$ cat config.mk
export PLATFORM = sky130hd
export DESIGN_NAME = ipg_defer_timer
export DESIGN_NICKNAME = d
export VERILOG_FILES = /design/src/rtl/ipg_defer_pkg.sv /design/src/rtl/ipg_gap_fsm.sv /design/src/rtl/ipg_defer_guard.sv /design/src/rtl/ipg_defer_timer.sv
export SDC_FILE = /design/constraint.sdc
export NUM_CORES = 1
export LEC_CHECK = 0
export BUFFER_PORTS_ARGS = -buffer_cell sky130_fd_sc_hd__buf_4
export CAP_MARGIN = 10
export CORE_MARGIN = 10
export CORE_UTILIZATION = 45
export CTS_BUF_LIST = sky130_fd_sc_hd__clkbuf_16
export DETAILED_ROUTE_END_ITERATION = 7
export PLACE_DENSITY = 0.71
export SYNTH_ARGS = -nofsm -noshare
export SYNTH_HDL_FRONTEND = slang
export SYNTH_SLANG_ARGS = --single-unit
export TNS_END_PERCENT = 20
$ cat constraint.sdc
create_clock -name clk -period 7.4 [get_ports clk]
set_input_delay 1.11 -clock clk [delete_from_list [all_inputs] [get_ports clk]]
set_output_delay 1.11 -clock clk [all_outputs]
set_load 0.005 [all_outputs]
$ cat src/rtl/ipg_defer_pkg.sv
package ipg_defer_pkg;
  typedef enum logic [1:0] {
    GAP_OPEN  = 2'd0,
    GAP_B2B   = 2'd1,
    GAP_NB_HI = 2'd2,
    GAP_NB_LO = 2'd3
  } gap_state_t;
endpackage

$ cat src/rtl/ipg_gap_fsm.sv
module ipg_gap_fsm
  import ipg_defer_pkg::*;
#(
  parameter int GAP_W  = 7,
  parameter int FD_OFS = 3,
  parameter int HD_OFS = 6
) (
  input  logic             clk,
  input  logic             rst,
  input  logic             nib_en,
  input  logic             full_duplex,
  input  logic [GAP_W-1:0] b2b_gap,
  input  logic [GAP_W-1:0] nb_gap_lo,
  input  logic [GAP_W-1:0] nb_gap_hi,
  input  logic             carrier,
  input  logic             tx_end,
  output logic             gap_open
);
  localparam int CW = GAP_W + 1;

  gap_state_t    st;
  logic [CW-1:0] cnt;
  logic [CW-1:0] cnt_inc;
  logic [CW-1:0] len;

  always_comb begin
    case (st)
      GAP_B2B:   len = {1'b0, b2b_gap} + (full_duplex ? CW'(FD_OFS) : CW'(HD_OFS));
      GAP_NB_HI: len = {1'b0, nb_gap_hi};
      GAP_NB_LO: len = {1'b0, nb_gap_lo};
      default:   len = '0;
    endcase
  end

  assign cnt_inc  = cnt + CW'(1);
  assign gap_open = (st == GAP_OPEN);

  always_ff @(posedge clk) begin
    if (rst) begin
      st  <= GAP_OPEN;
      cnt <= '0;
    end else if (tx_end) begin
      st  <= GAP_B2B;
      cnt <= '0;
    end else if (!full_duplex && carrier && st != GAP_NB_LO) begin
      st  <= GAP_NB_HI;
      cnt <= '0;
    end else if (nib_en && st != GAP_OPEN) begin
      if (cnt_inc >= len) begin
        cnt <= '0;
        case (st)
          GAP_NB_HI: st <= GAP_NB_LO;
          default:   st <= GAP_OPEN;
        endcase
      end else begin
        cnt <= cnt_inc;
      end
    end
  end

  // a transmit end always closes the gap on the next cycle
  p_end_closes_r5: assert property (@(posedge clk) disable iff (rst)
    $past(tx_end) |-> !gap_open);

  // full duplex never enters the carrier-restart stage
  p_fd_no_defer_r7: assert property (@(posedge clk) disable iff (rst)
    (full_duplex && $past(full_duplex) && $past(st) != GAP_NB_HI) |-> st != GAP_NB_HI);

  // second stage leaves only to idle or back-to-back, never back to stage one
  p_lo_ignores_carrier_r6: assert property (@(posedge clk) disable iff (rst)
    ($past(st) == GAP_NB_LO) |-> (st == GAP_NB_LO || st == GAP_OPEN || st == GAP_B2B));

  // the counter stays below the longest possible gap
  p_cnt_bound_r2: assert property (@(posedge clk) disable iff (rst)
    cnt < CW'((1 << GAP_W) + HD_OFS));
endmodule

$ cat src/rtl/ipg_defer_guard.sv
module ipg_defer_guard #(
  parameter int DEFER_LIMIT = 6072
) (
  input  logic clk,
  input  logic rst,
  input  logic nib_en,
  input  logic full_duplex,
  input  logic defer_wait,
  input  logic tx_req,
  input  logic gap_open,
  output logic defer_abort
);
  localparam int DW = $clog2(DEFER_LIMIT + 1);

  logic [DW-1:0] dcnt;

  always_ff @(posedge clk) begin
    if (rst) begin
      dcnt        <= '0;
      defer_abort <= 1'b0;
    end else begin
      defer_abort <= 1'b0;
      if (!tx_req || gap_open || full_duplex || defer_wait) begin
        dcnt <= '0;
      end else if (nib_en) begin
        if (dcnt == DW'(DEFER_LIMIT - 1)) begin
          dcnt        <= '0;
          defer_abort <= 1'b1;
        end else begin
          dcnt <= dcnt + DW'(1);
        end
      end
    end
  end

  // abort only with limited deferral in half duplex
  p_abort_mode_r9: assert property (@(posedge clk) disable iff (rst)
    defer_abort |-> $past(!defer_wait && !full_duplex && tx_req));

  // abort is a single-cycle pulse
  p_abort_pulse_r9: assert property (@(posedge clk) disable iff (rst)
    defer_abort |=> !defer_abort);
endmodule

$ cat src/rtl/ipg_defer_timer.sv
module ipg_defer_timer #(
  parameter int GAP_W       = 7,
  parameter int DEFER_LIMIT = 6072
) (
  input  logic             clk,
  input  logic             rst,
  input  logic             nib_en,
  input  logic             full_duplex,
  input  logic [GAP_W-1:0] b2b_gap,
  input  logic [GAP_W-1:0] nb_gap_lo,
  input  logic [GAP_W-1:0] nb_gap_hi,
  input  logic             defer_wait,
  input  logic             carrier,
  input  logic             tx_req,
  input  logic             tx_end,
  output logic             tx_grant,
  output logic             defer_abort
);
  logic gap_open;

  ipg_gap_fsm #(.GAP_W(GAP_W)) u_gap (
    .clk(clk), .rst(rst), .nib_en(nib_en), .full_duplex(full_duplex),
    .b2b_gap(b2b_gap), .nb_gap_lo(nb_gap_lo), .nb_gap_hi(nb_gap_hi),
    .carrier(carrier), .tx_end(tx_end), .gap_open(gap_open)
  );

  ipg_defer_guard #(.DEFER_LIMIT(DEFER_LIMIT)) u_defer (
    .clk(clk), .rst(rst), .nib_en(nib_en), .full_duplex(full_duplex),
    .defer_wait(defer_wait), .tx_req(tx_req), .gap_open(gap_open),
    .defer_abort(defer_abort)
  );

  always_ff @(posedge clk) begin
    if (rst) tx_grant <= 1'b0;
    else     tx_grant <= gap_open && tx_req;
  end

  // grant and abort are exclusive
  p_grant_abort_excl_r9: assert property (@(posedge clk) disable iff (rst)
    !(tx_grant && defer_abort));

  // no grant without a request in the previous cycle
  p_grant_needs_req_r4: assert property (@(posedge clk) disable iff (rst)
    tx_grant |-> $past(tx_req));
endmodule

Word level (Yosys, flattened, before mapping)
Cells that the tools add are included.

Bits in latches: 0. ROM bits: 0. Logic and storage cells: 47. Input bits: 29. Memories: 0. Output and inout bits: 2. RAM bits: 0. Flip-flop bits (word level): 25.

Shifts and indexed selects: 0. Divide/modulo/power cells: 0. Multiply operators: 0. Mux-type cells: 10. Equality and inequality tests: 5. Add/sub/neg operators: 3. Reductions and logical operators: 21. $lt $le $gt $ge: 1. Bitwise logic cells: 1.

Operator list (count): 8-bit case mux with 3 select lines (1); 13-bit by 1-bit adder with 13-bit output, second input constant (1); 13-bit == test, second input constant (1); 13-bit 2-to-1 mux (1); 7-bit by 8-bit adder with 8-bit output (1); 8-bit by 1-bit adder with 8-bit output, second input constant (1); 8-bit greater-or-equal comparator (1); 2-bit 2-to-1 mux (4); 8-bit 2-to-1 mux (1); 2-bit nonzero test (3); 3-bit nonzero test (2); 3-bit OR reduction (2); 2-bit == test, second input constant (2); 1-bit logical AND (4); 2-bit AND reduction (2); 2-bit OR reduction (2); 1-bit logical OR (3); 3-bit 2-to-1 mux (1); 2-bit by 1-bit == test with 1-bit output, second input constant (1); 1-bit zero test (2); 2-bit zero test (1); 1-bit 2-to-1 mux (2); 2-bit != test, second input constant (1); 1-bit inverter (1).

Depth between registers and ports, before layout
Depth in word-level cells: 8. Gate-level depth with buffers: 15. Mapped depth without buffers: 14.

Cells and area by module
From an unflattened synthesis, not the netlist that was laid out.

Cells, all modules: 187. Area total of the unflattened synthesis: 1656.6 um2.

Modules (own cells, without submodules): ipg_gap_fsm (cells each 116, times used 1, area each 987.2 um2); ipg_defer_guard (cells each 69, times used 1, area each 640.6 um2); ipg_defer_timer (cells each 2, times used 1, area each 28.8 um2).

Least setup slack after synthesis
No wires, ideal clock.

Path kind: input to register. From: input full_duplex. To: register u_gap.cnt[4]. Setup time: 0.075 ns. Path buffers: 1. Required time: 7.325 ns. Cell stages on the path: 10. Setup slack: 4.112 ns. Arrival time: 3.213 ns. Cells stage by stage: ha_1 -> mux2_2 -> a22o_1 -> ha_1 -> nand2b_4 -> a2111o_1 -> a31oi_4 -> buf_6 -> nand3_1 -> a31oi_1.

Longest elaborated chain between the ends: 5.

Ends and longest elaborated chain: start: declaration (line ipg_defer_timer.sv:8) `input logic full_duplex,`; 3-bit 2-to-1 mux (line ipg_gap_fsm.sv:28) `GAP_B2B: len = {1'b0, b2b_gap} + (full_duplex ? CW'(FD_OFS) : CW'(HD_OFS));`; 7-bit by 8-bit adder with 8-bit output (line ipg_gap_fsm.sv:28); 8-bit case mux with 3 select lines (line ipg_gap_fsm.sv:27) `case (st)`; 8-bit greater-or-equal comparator (line ipg_gap_fsm.sv:49) `if (cnt_inc >= len) begin`; 8-bit 2-to-1 mux (line ipg_gap_fsm.sv:49); end signal: assignment (line ipg_gap_fsm.sv:56) `cnt <= cnt_inc;`; end: declaration (line ipg_gap_fsm.sv:22) `logic [CW-1:0] cnt;`.

Several ways; a longest one is shown, not always the timed one. A chain may end at the register's enable or synchronous reset.

Worst setup path in the final report
From: input full_duplex. To: register u_gap.st[0].

Longest elaborated chain between the ends: 6.

Ends and longest elaborated chain: 3-bit 2-to-1 mux (line ipg_gap_fsm.sv:28); 7-bit by 8-bit adder with 8-bit output (line ipg_gap_fsm.sv:28); 8-bit case mux with 3 select lines (line ipg_gap_fsm.sv:27); 8-bit greater-or-equal comparator (line ipg_gap_fsm.sv:49); 3-bit nonzero test (no line); 2-bit AND reduction (no line); end signal: assignment (line ipg_gap_fsm.sv:46) `st <= GAP_NB_HI;`; end signal: assignment (line ipg_gap_fsm.sv:52) `GAP_NB_HI: st <= GAP_NB_LO;`; end signal: assignment (line ipg_gap_fsm.sv:53) `default: st <= GAP_OPEN;`; end: declaration (line ipg_gap_fsm.sv:21) `gap_state_t st;`.

Several ways; a longest one is shown, not always the timed one.

==> flow_metrics.py <==
metrics = {
    "yosys": {
        "yosysMostFrequentCell": "nand2_1",
        "synth_edf_count": 0,
        "synth_common_cells": "28 x nand2_1, 25 x dfxtp_1, 21 x nor2_1",
        "synth_seq_cells": 25,
        "yosysTopAreaCell": "dfxtp_1",
        "synth_nets": 253,
        "synthArstFlopShare_pct": 0,
        "ys_seq_area_share_pct": 29.9,
        "netlist_instances": 211,
        "syn-cell-area_mm2": 0.00168,
        "avgSynthCellArea_um2": 7.94,
        "synth_warnings": 0,
        "netlist_top_cells_area": "dfxtp_1 30%, ha_1 9.7%, xor2_1 7.8%, nand2_1 6.3%, nor2_1 4.7%",
        "synth-main-ff-cell": "dfxtp_1",
        "synth_cell_types": 37,
        "synthDominantCellAreaShare_pct": 29.9,
    },
    "power_and_ir_drop": {
        "swShare_pct": 24.1,
        "comb_power_share_pct": 16.5,
        "ir_worst_vdd_mv": 0.106,
        "clockPowerShare_pct": 38.4,
        "power.density_mw_per_mm2": 155,
        "p_sw_mw": 0.0746,
        "p_seq_share_pct": 45.1,
        "internal-power_mw": 0.234,
        "leakagePower_nw": 0.769,
    },
    "clocking": {
        "cts_htree_levels": 1,
        "clock-sinks": 25,
        "cts_resized": 0,
        "clock_latency_ns": 0.25,
        "cts_hold_repair.buffers": 0,
        "cts_buffer_depth": 2,
        "post_cts_buffers": 0,
        "clk_pin_slew_ns": 0.07,
        "numCtsBuffers": 3,
        "cts_root_buffer": "clkbuf_16",
        "cts_tree": "built",
    },
    "timing": {
        "hold_viol": 0,
        "skew_ns": 0.00632,
        "max_freq_mhz": 298,
        "fin_tns_setup_ns": 0,
        "tightest_slew_ns": 0.914,
        "finalCritPeriodShare_pct": 45.3,
        "setup_ws_ns": 4.04,
        "timing.max_slew.rel_slack_pct": 38.6,
        "slew_viol_final": 0,
        "rsz0062_at_grt": "false",
        "min_period_ns": 3.36,
        "setup_viol": 0,
    },
    "routing": {
        "drc": 0,
        "vias": 1469,
        "postRouteAntennaNets": 0,
        "drt_iter0_markers": 43,
        "avgRoutedWirePerCell_um": 12.4,
        "viasPerCell": 5.17,
        "totalWireLength_um": 3530,
        "first_pass_iters": 4,
    },
    "grt": {
        "grt_max_degree": 22,
        "use_met1_pct": 13.2,
        "grtUsageTotal_pct": 11.7,
        "antenna_found_initial": 0,
        "grt_busiest_layer": "met2",
        "grt_pass1_vias": 1470,
        "grt_use_met3_pct": 2.98,
        "grt_use_met2_pct": 21.6,
        "globalRouteOverflowTotal": 0,
        "grt_pass1_wl_um": 6310,
    },
    "final_layout": {
        "area_growth_pct": 19.3,
        "antenna_cells": 0,
        "drive_above_1_share_pct": 15.7,
        "fin_nets": 279,
    },
    "worst_setup_path": {
        "critical_path_class": "input port to register",
        "cp.arrival_ns": 3.53,
        "required_ns": 7.58,
        "crit_fanout": 14,
        "cp-start-kind": "input port",
        "cp-end-kind": "register",
    },
    "placement": {
        "pre_cts_slack_ns": 3.76,
        "gp_congestion": 0.835,
        "port_buffers": 30,
        "dpl.hpwl_um": 2820,
    },
    "floorplanning": {
        "ios": 31,
        "rows": 22,
        "coreArea_mm2": 0.00363,
        "initial_core_util_pct": 46.1,
        "die_x_um": 81.0,
        "die_h_um": 81.0,
        "die-area_mm2": 0.00656,
    },
    "flow_run": {
        "cap_violations": 0,
    },
    "worst_hold_path": {
        "hold_class": "register to register",
    },
    "outcome": {
        "status": "finished clean",
    },
}
path summary, 6_finish.rpt:
kind / start / end / slack [ns] / depth (start not counted)
setup / recovery: full_duplex / u_gap.st[0]$_SDFFE_PP0P_ / 4.04 / 14
hold / removal: u_gap.cnt[7]$_SDFFE_PP0P_ / u_gap.cnt[7]$_SDFFE_PP0P_ / 0.47 / 2
setup reg to reg: u_gap.st[1]$_SDFFE_PP0P_ / u_gap.st[0]$_SDFFE_PP0P_ / 4.40 / 8
hold reg to reg: u_gap.cnt[7]$_SDFFE_PP0P_ / u_gap.cnt[7]$_SDFFE_PP0P_ / 0.47 / 2
worst max-delay path, stage by stage:
cell	delay [ns]
buf_4	0.10
inv_1	0.05
ha_1	0.30
o21ai_0	0.12
a21oi_1	0.24
xnor2_1	0.15
o21ai_0	0.09
a22oi_1	0.18
ha_1	0.27
a21oi_1	0.15
o21ai_1	0.11
a31oi_4	0.35
nor2_1	0.11
o221ai_1	0.19
logic make-up after synthesis:
group / synth area share, %
DFF: 29.9
muxes: 1.87
and+or+nand+nor: 28.4
buffers and inverters: 4.18
AOI/OAI and AO/OA: 14.0
xor gates and xnor gates: 12.0
adders and majority gates: 9.71
per-stage QoR:
stage	hold slack (ns)	utilization [%]	area [µm²]	power, mW	instances
after floorplan	0.444	-	1680	0.177	211
after global placement	0.459	52.8	1920	0.194	280
after detailed placement	0.459	52.8	1920	0.194	280
after CTS	0.471	55.0	2000	0.313	284
after global routing	0.489	55.0	2000	0.326	284
final	0.473	55.0	2000	0.309	284
layout make-up:
| type | count | area [µm²] |
|---|---|---|
| inverter | 7 | 26.3 |
| clock buffer | 3 | 75.1 |
| sequential | 25 | 500 |
| multi-input combinational | 170 | 1100 |
| fill | 371 | 1630 |
| timing repair buffer | 30 | 225 |
| tap | 48 | 60.1 |
| clock inverter | 1 | 7.51 |
registers in the layout, summed over array words and instances, names as in the netlist:
name / count
u_gap.st: 2
u_gap.cnt: 8
u_defer.dcnt: 13
u_defer.defer_abort: 1
tx_grant: 1
routing by layer:
layer / vias to the layer above / routed length, µm
li1: 794 / -
met1: 659 / 1560
met2: 14 / 1840
met3: 2 / 108
met4: 0 / 19
met5: - / 0
cells in the final DEF (no fill, tap or decap), types with 4 or more instances in the layout:
cell type | netlist | layout
nor2_1 | 21 | 21
inv_1 | 7 | 7
xnor2_1 | 8 | 8
buf_4 | 0 | 30
nor3_1 | 6 | 6
xor2_1 | 15 | 15
nor2b_1 | 5 | 5
a31oi_1 | 4 | 4
nand4_1 | 7 | 7
dfxtp_1 | 25 | 25
a22oi_1 | 6 | 6
o21ai_0 | 9 | 9
a21oi_1 | 8 | 8
nand2_1 | 28 | 28
nand3_1 | 11 | 11
o21ai_1 | 4 | 4
ha_1 | 13 | 13
power groups by stage:
stage                     combinational (mW)  clock, mW  sequential, mW
after floorplan                       0.0370          0           0.140
after global placement                0.0514          0           0.142
after detailed placement              0.0516          0           0.142
after CTS                             0.0519      0.122           0.139
after global routing                  0.0581      0.128           0.140
final                                 0.0511      0.119           0.139
Note: power is estimated with default switching activity, not from simulation.
